--- src/rtl/rtt_pkg.sv ---
package rtt_pkg;
  localparam int unsigned REG_W      = 8;
  localparam int unsigned SEL_W      = 2;
  localparam int unsigned B_OVF_FLAG = 7;
  localparam int unsigned B_RT_FLAG  = 6;
  localparam int unsigned B_OVF_EN   = 5;
  localparam int unsigned B_RT_EN    = 4;
  localparam int unsigned B_OVF_CLR  = 3;
  localparam int unsigned B_RT_CLR   = 2;

  typedef struct packed {
    logic             ovf_en;
    logic             rt_en;
    logic [SEL_W-1:0] rate;
  } rtt_ctl_t;
endpackage

--- src/rtl/rtt_counter.sv ---
module rtt_counter #(
  parameter int unsigned CNT_W = 13,
  parameter int unsigned OVF_W = 8
) (
  input  logic             clk,
  input  logic             rst,
  output logic [CNT_W-1:0] cnt_q,
  output logic             ovf_tick
);
  // ovf_tick is high in the cycle before the low stages wrap
  always_ff @(posedge clk) begin
    if (rst) cnt_q <= '0;
    else     cnt_q <= cnt_q + 1'b1;
  end

  assign ovf_tick = &cnt_q[OVF_W-1:0];


  ovf_wrap_chk: assert property (@(posedge clk) disable iff (rst)
    ovf_tick |=> (cnt_q[OVF_W-1:0] == '0));
endmodule

--- src/rtl/rtt_tap_sel.sv ---
module rtt_tap_sel #(
  parameter int unsigned CNT_W   = 13,
  parameter int unsigned TAP_LOW = 9,
  parameter int unsigned SEL_W   = 2
) (
  input  logic [CNT_W-1:0] cnt,
  input  logic [SEL_W-1:0] sel,
  output logic             rt_tick
);
  localparam int unsigned NUM_TAPS = 1 << SEL_W;

  logic [NUM_TAPS-1:0] rise;

  // a tap bit rises at the next edge when every bit below it is one
  for (genvar g = 0; g < NUM_TAPS; g++) begin : g_tap
    assign rise[g] = (&cnt[TAP_LOW+g-1:0]) & ~cnt[TAP_LOW+g];
  end

  assign rt_tick = rise[sel];
endmodule

--- src/rtl/rtt_ctl_reg.sv ---
module rtt_ctl_reg
  import rtt_pkg::*;
(
  input  logic             clk,
  input  logic             rst,
  input  logic             bus_sel,
  input  logic             bus_wr,
  input  logic [REG_W-1:0] bus_wdata,
  input  logic             ovf_tick,
  input  logic             rt_tick,
  output logic [SEL_W-1:0] rate,
  output logic [REG_W-1:0] rdata_q,
  output logic             irq_q
);
  rtt_ctl_t         ctl_q;
  logic             ovf_q, rt_q;
  logic             wr_stb, rd_stb;
  logic [REG_W-1:0] reg_img;

  assign wr_stb = bus_sel & bus_wr;
  assign rd_stb = bus_sel & ~bus_wr;
  assign rate   = ctl_q.rate;

  always_comb begin
    reg_img             = '0;
    reg_img[B_OVF_FLAG] = ovf_q;
    reg_img[B_RT_FLAG]  = rt_q;
    reg_img[B_OVF_EN]   = ctl_q.ovf_en;
    reg_img[B_RT_EN]    = ctl_q.rt_en;
    reg_img[SEL_W-1:0]  = ctl_q.rate;
  end

  always_ff @(posedge clk) begin
    if (rst) begin
      ctl_q   <= '{ovf_en: 1'b0, rt_en: 1'b0, rate: '1};
      ovf_q   <= 1'b0;
      rt_q    <= 1'b0;
      irq_q   <= 1'b0;
      rdata_q <= '0;
    end else begin
      if (wr_stb) begin
        ctl_q.ovf_en <= bus_wdata[B_OVF_EN];
        ctl_q.rt_en  <= bus_wdata[B_RT_EN];
        ctl_q.rate   <= bus_wdata[SEL_W-1:0];
      end
      // set has priority over clear
      if (ovf_tick)                              ovf_q <= 1'b1;
      else if (wr_stb && bus_wdata[B_OVF_CLR])   ovf_q <= 1'b0;
      if (rt_tick)                               rt_q  <= 1'b1;
      else if (wr_stb && bus_wdata[B_RT_CLR])    rt_q  <= 1'b0;
      irq_q <= (ovf_q & ctl_q.ovf_en) | (rt_q & ctl_q.rt_en);
      if (rd_stb) rdata_q <= reg_img;
    end
  end


  ovf_set_wins_chk: assert property (@(posedge clk) disable iff (rst)
    ovf_tick |=> ovf_q);

  rt_set_wins_chk: assert property (@(posedge clk) disable iff (rst)
    rt_tick |=> rt_q);

  ovf_clear_chk: assert property (@(posedge clk) disable iff (rst)
    (wr_stb && bus_wdata[B_OVF_CLR] && !ovf_tick) |=> !ovf_q);

  rt_clear_chk: assert property (@(posedge clk) disable iff (rst)
    (wr_stb && bus_wdata[B_RT_CLR] && !rt_tick) |=> !rt_q);

  ovf_ro_chk: assert property (@(posedge clk) disable iff (rst)
    (!ovf_q && !ovf_tick) |=> !ovf_q);

  rt_ro_chk: assert property (@(posedge clk) disable iff (rst)
    (!rt_q && !rt_tick) |=> !rt_q);

  irq_gate_chk: assert property (@(posedge clk) disable iff (rst)
    (!ctl_q.ovf_en && !ctl_q.rt_en) |=> !irq_q);

  irq_hold_chk: assert property (@(posedge clk) disable iff (rst)
    ((ovf_q && ctl_q.ovf_en) || (rt_q && ctl_q.rt_en)) |=> irq_q);

  rd_zero_chk: assert property (@(posedge clk) disable iff (rst)
    rdata_q[B_OVF_CLR:B_RT_CLR] == 2'b00);

  rdata_hold_chk: assert property (@(posedge clk) disable iff (rst)
    !rd_stb |=> $stable(rdata_q));
endmodule

--- src/rtl/rt_tick_timer.sv ---
module rt_tick_timer
  import rtt_pkg::*;
#(
  parameter int unsigned OVF_W       = 8,
  parameter int unsigned RT_MIN_LOG2 = 10
) (
  input  logic             clk,
  input  logic             rst,
  input  logic             bus_sel,
  input  logic             bus_wr,
  input  logic [REG_W-1:0] bus_wdata,
  output logic [REG_W-1:0] bus_rdata,
  output logic             irq
);
  localparam int unsigned NUM_TAPS = 1 << SEL_W;
  localparam int unsigned TAP_LOW  = RT_MIN_LOG2 - 1;
  localparam int unsigned CNT_W    = TAP_LOW + NUM_TAPS;

  logic [CNT_W-1:0] cnt;
  logic             ovf_tick, rt_tick;
  logic [SEL_W-1:0] rate;

  rtt_counter #(.CNT_W(CNT_W), .OVF_W(OVF_W)) u_cnt (
    .clk(clk), .rst(rst), .cnt_q(cnt), .ovf_tick(ovf_tick)
  );

  rtt_tap_sel #(.CNT_W(CNT_W), .TAP_LOW(TAP_LOW), .SEL_W(SEL_W)) u_tap (
    .cnt(cnt), .sel(rate), .rt_tick(rt_tick)
  );

  rtt_ctl_reg u_ctl (
    .clk(clk), .rst(rst), .bus_sel(bus_sel), .bus_wr(bus_wr),
    .bus_wdata(bus_wdata), .ovf_tick(ovf_tick), .rt_tick(rt_tick),
    .rate(rate), .rdata_q(bus_rdata), .irq_q(irq)
  );


  rt_tap_align_chk: assert property (@(posedge clk) disable iff (rst)
    rt_tick |=> (cnt[TAP_LOW-1:0] == '0));
endmodule

--- config.mk ---
export PLATFORM = sky130hd
export DESIGN_NAME = rt_tick_timer
export DESIGN_NICKNAME = d
export VERILOG_FILES = /design/src/rtl/rtt_pkg.sv /design/src/rtl/rtt_counter.sv /design/src/rtl/rtt_tap_sel.sv /design/src/rtl/rtt_ctl_reg.sv /design/src/rtl/rt_tick_timer.sv
export SDC_FILE = /design/constraint.sdc
export NUM_CORES = 1
export LEC_CHECK = 0
export BUFFER_PORTS_ARGS = -buffer_cell sky130_fd_sc_hd__buf_2
export CAP_MARGIN = 25
export CORE_ASPECT_RATIO = 0.8
export CORE_MARGIN = 2
export CORE_UTILIZATION = 51
export CTS_BUF_LIST = sky130_fd_sc_hd__clkbuf_4
export CTS_CLUSTER_DIAMETER = 50
export DETAILED_ROUTE_END_ITERATION = 10
export PLACE_DENSITY = 0.8
export SYNTH_ARGS = -nofsm -noshare
export SYNTH_HDL_FRONTEND = slang
export SYNTH_HIERARCHICAL = 1
export SYNTH_SLANG_ARGS = --single-unit
--- constraint.sdc ---
create_clock -name clk -period 1.6 [get_ports clk]
set_input_delay 0.16 -clock clk [delete_from_list [all_inputs] [get_ports clk]]
set_output_delay 0.16 -clock clk [all_outputs]
set_load 0.01 [all_outputs]
==> impl_metrics.ini <==
[outcome]
outcome = complete, but fails checks
violations = design-rule violations

[drt]
first_iter_violations = 47
routedWlPerCell_um = 14.5
via_count = 1012
vias_per_cell = 5.75
first_pass_iters = 7
drc = 2
ant_nets = 0
routed_wl_mm = 2.55

[grt]
antenna_found_initial = 0
grt_pass1_wl_mm = 3.92
grt_remaining_overflow = 0
grt_start_max_net_pins = 36
track_usage_pct = 18.9
first_global_vias = 875

[floorplan]
core_area_sq_mm = 0.00221
die_height_um = 47.9
ioPinCount = 21
dieArea_sq_mm = 0.00282
start_util_pct = 55.5
die_x_um = 58.9
rows = 15

[cts]
clk_latency_ns = 0.32
cts_root_buffer = clkbuf_4
clockBufferDepth = 2
cts_tree = built
cts_buffers = 3
clk_pin_slew_ns = 0.13
htreeDepth = 1
numClockSinks = 26

[place]
place.port_buffers = 16
dpl.hpwl_mm = 1.79
placed_cell_area_sq_mm = 0.00133
place.gp.congestion = 0.811

[sta]
final_hold_viol_count = 0
fin_setup_tns_ns = 0
whs_ns = 0.0448
fin_crit_ns = 1.57
skew_ns = 0.00720
worstMarginPinSlew_ns = 0.539
report.final.slew_viol_count = 0
clock.fmax_ghz = 0.637
setup_viol = 0
post-route-period-util_pct = 98.1
max_slew_margin_pct = 64.1

[min_path]
min_path_type = in2reg

[yosys]
syn-mean-instance-area_sq_um = 9.31
ys_seq_area_share_pct = 42.4
synth_area_leaders = dfxtp_1 42%, nand2b_1 4.6%, nor2_1 4.3%, nand4bb_1 3.7%, o21ai_1 2.4%
synth_compound_area_share_pct = 14.7
syn_area_sq_mm = 0.00123
muxShareOfSynthArea_pct = 4.38
synth-seq-cells = 26
ys_types = 39
synth_area_leader_cell = dfxtp_1
synth_cells = 132
synth-adder-area-share_pct = 1.02
synth-xor-area-share_pct = 2.14
yosys.area_share.simple_pct = 28.6
synth_top_family_by_area = simple AND/OR/NAND/NOR gates
synth.top_cell.area_share_pct = 42.4
ys_warn_count = 6

[worst_setup_path]
worst_setup_path_start_kind = register
critPathMaxFanout = 7
worstPathRequired_ns = 1.84
crit_type = reg2reg
cp-end-kind = register
cp.arrival_ns = 1.81

[pwr]
switching_share_pct = 21.1
ir_worst_vdd_uv = 774
p_sw_w = 0.000258
power_leakage_nw = 0.529
seq_power_share_pct = 55.5
comb_power_share_pct = 8.4
internal_power_w = 0.000965
p_total_w = 0.00122
power-per-cell-area_mw_per_mm2 = 866
p_clk_share_pct = 36.2

[cells_and_area]
design_area_sq_mm = 0.00141
multi_input_area_sq_um = 662
drive_gt1_share_pct = 26.5
seqCellArea_sq_um = 523
area_growth_pct = 15.0
num_antenna_cells = 0
fillerInstances = 191
final_net_count = 165

[job]
cap_violations = 0
## layout make-up
type	count	area share, %
inverter	5	1.33
tap	25	2.21
timing repair buffer	22	8.86
clock buffer	3	1.59
multi-input combinational	94	46.9
clock inverter	1	2.13
sequential	26	37.0
## flip-flops by register name, indices dropped and copies added, names as in the netlist
signal and cells:
u_ctl/rdata_q 6, u_ctl/irq_q 1, u_ctl/ovf_q 1, u_cnt/cnt_q 13, u_ctl/ctl_q 2, u_ctl/rate 2, u_ctl/rt_q 1
## Yosys cell counts
master	count
nand3_1	5
o211ai_1	1
nand4_2	1
a21oi_1	5
dfxtp_1	26
ha_1	1
buf_2	1
o21ai_1	6
nand4_1	1
buf_6	2
nand2_1	5
nand2b_1	9
mux2_1	1
o31ai_1	2
nor2b_2	1
a2111oi_2	1
nand4bb_1	4
xor2_1	2
and2_4	1
a211o_1	3
nor2b_1	4
conb_1	1
or3_1	3
nor4_1	3
nor2_1	14
mux2i_1	2
o2111ai_1	1
nand4b_1	2
clkbuf_1	1
a311oi_2	2
and3b_2	1
a22oi_1	1
buf_4	4
and3_1	2
or4_1	2
xnor2_1	1
o21ai_0	3
inv_1	5
mux2_2	2
## power by group through the flow
stage	Sequential, W	Combinational, W	Clock, W
after floorplan	0.000692	0.0000689	0
final	0.000678	0.000103	0.000442
after CTS	0.000679	0.0000999	0.000461
after detailed placement	0.000692	0.0000994	0
after global placement	0.000690	0.0000959	0
after global routing	0.000680	0.000113	0.000490
## what timing repair did
action / 4_1_cts / 5_1_grt
setup endpoints to repair: 1 / 4
buffers inserted: 0 / 0
hold buffers: 0 / 0
gates resized for setup: 1 / 5
## layout by cell type (no fill, tap or decap), types with 2 or more instances in the layout
cell type / n
nand4b_1: 2
inv_1: 5
o21ai_0: 3
or4_1: 2
a311oi_2: 2
clkbuf_4: 3
xor2_1: 2
buf_4: 6
mux2i_1: 2
nor2_1: 14
nand2_1: 5
or3_1: 3
nor2b_1: 4
nand3_1: 4
o21ai_1: 6
and3_1: 2
o31ai_1: 2
conb_1: 2
a211o_1: 3
mux2_2: 2
dfxtp_1: 24
dfxtp_2: 2
nand4bb_1: 4
nor4_2: 2
a21oi_1: 5
nand2b_1: 9
buf_2: 16
## layer usage
metal	track usage [%]	vias up	share of wire, %
met5	0	-	0
li1	-	507	-
met4	4.09	0	0
met2	31.1	23	49
met1	25.0	482	46
met3	5.68	0	4.5
## cell families after synthesis
kind of cell,after synthesis
buffers and inverters,13
muxes,5
AOI/OAI and AO/OA,25
other,1
xor gates and xnor gates,3
and+or+nand+nor,58
adders and majority gates,1
DFF,26
## per-stage QoR
step | setup WS [ns] | instances | utilization (%)
after floorplan | 0.0873 | 133 | -
after global placement | 0.0904 | 172 | 59.9
after detailed placement | -0.00853 | 172 | 59.9
after CTS | 0.0195 | 176 | 62.4
after global routing | -0.0342 | 176 | 63.8
final | 0.0310 | 176 | 63.8
## worst max-delay path, stage by stage, from the launching register on
cell	delay, ns
dfxtp_2	0.41
and3b_2	0.20
o211ai_1	0.17
a2111oi_4	0.39
nor2_1	0.09
a311oi_2	0.24
## final timing paths
check                        start               end  slack [ns]  cells after the start
setup reg to reg     u_ctl/rate[0]        u_ctl/rt_q        0.03                      5
setup / recovery     u_ctl/rate[0]        u_ctl/rt_q        0.03                      5
hold / removal        bus_wdata[2]        u_ctl/rt_q        0.04                      2
hold reg to reg   u_ctl/rdata_q[6]  u_ctl/rdata_q[6]        0.47                      2
Note: power is estimated with default switching activity, not from simulation.
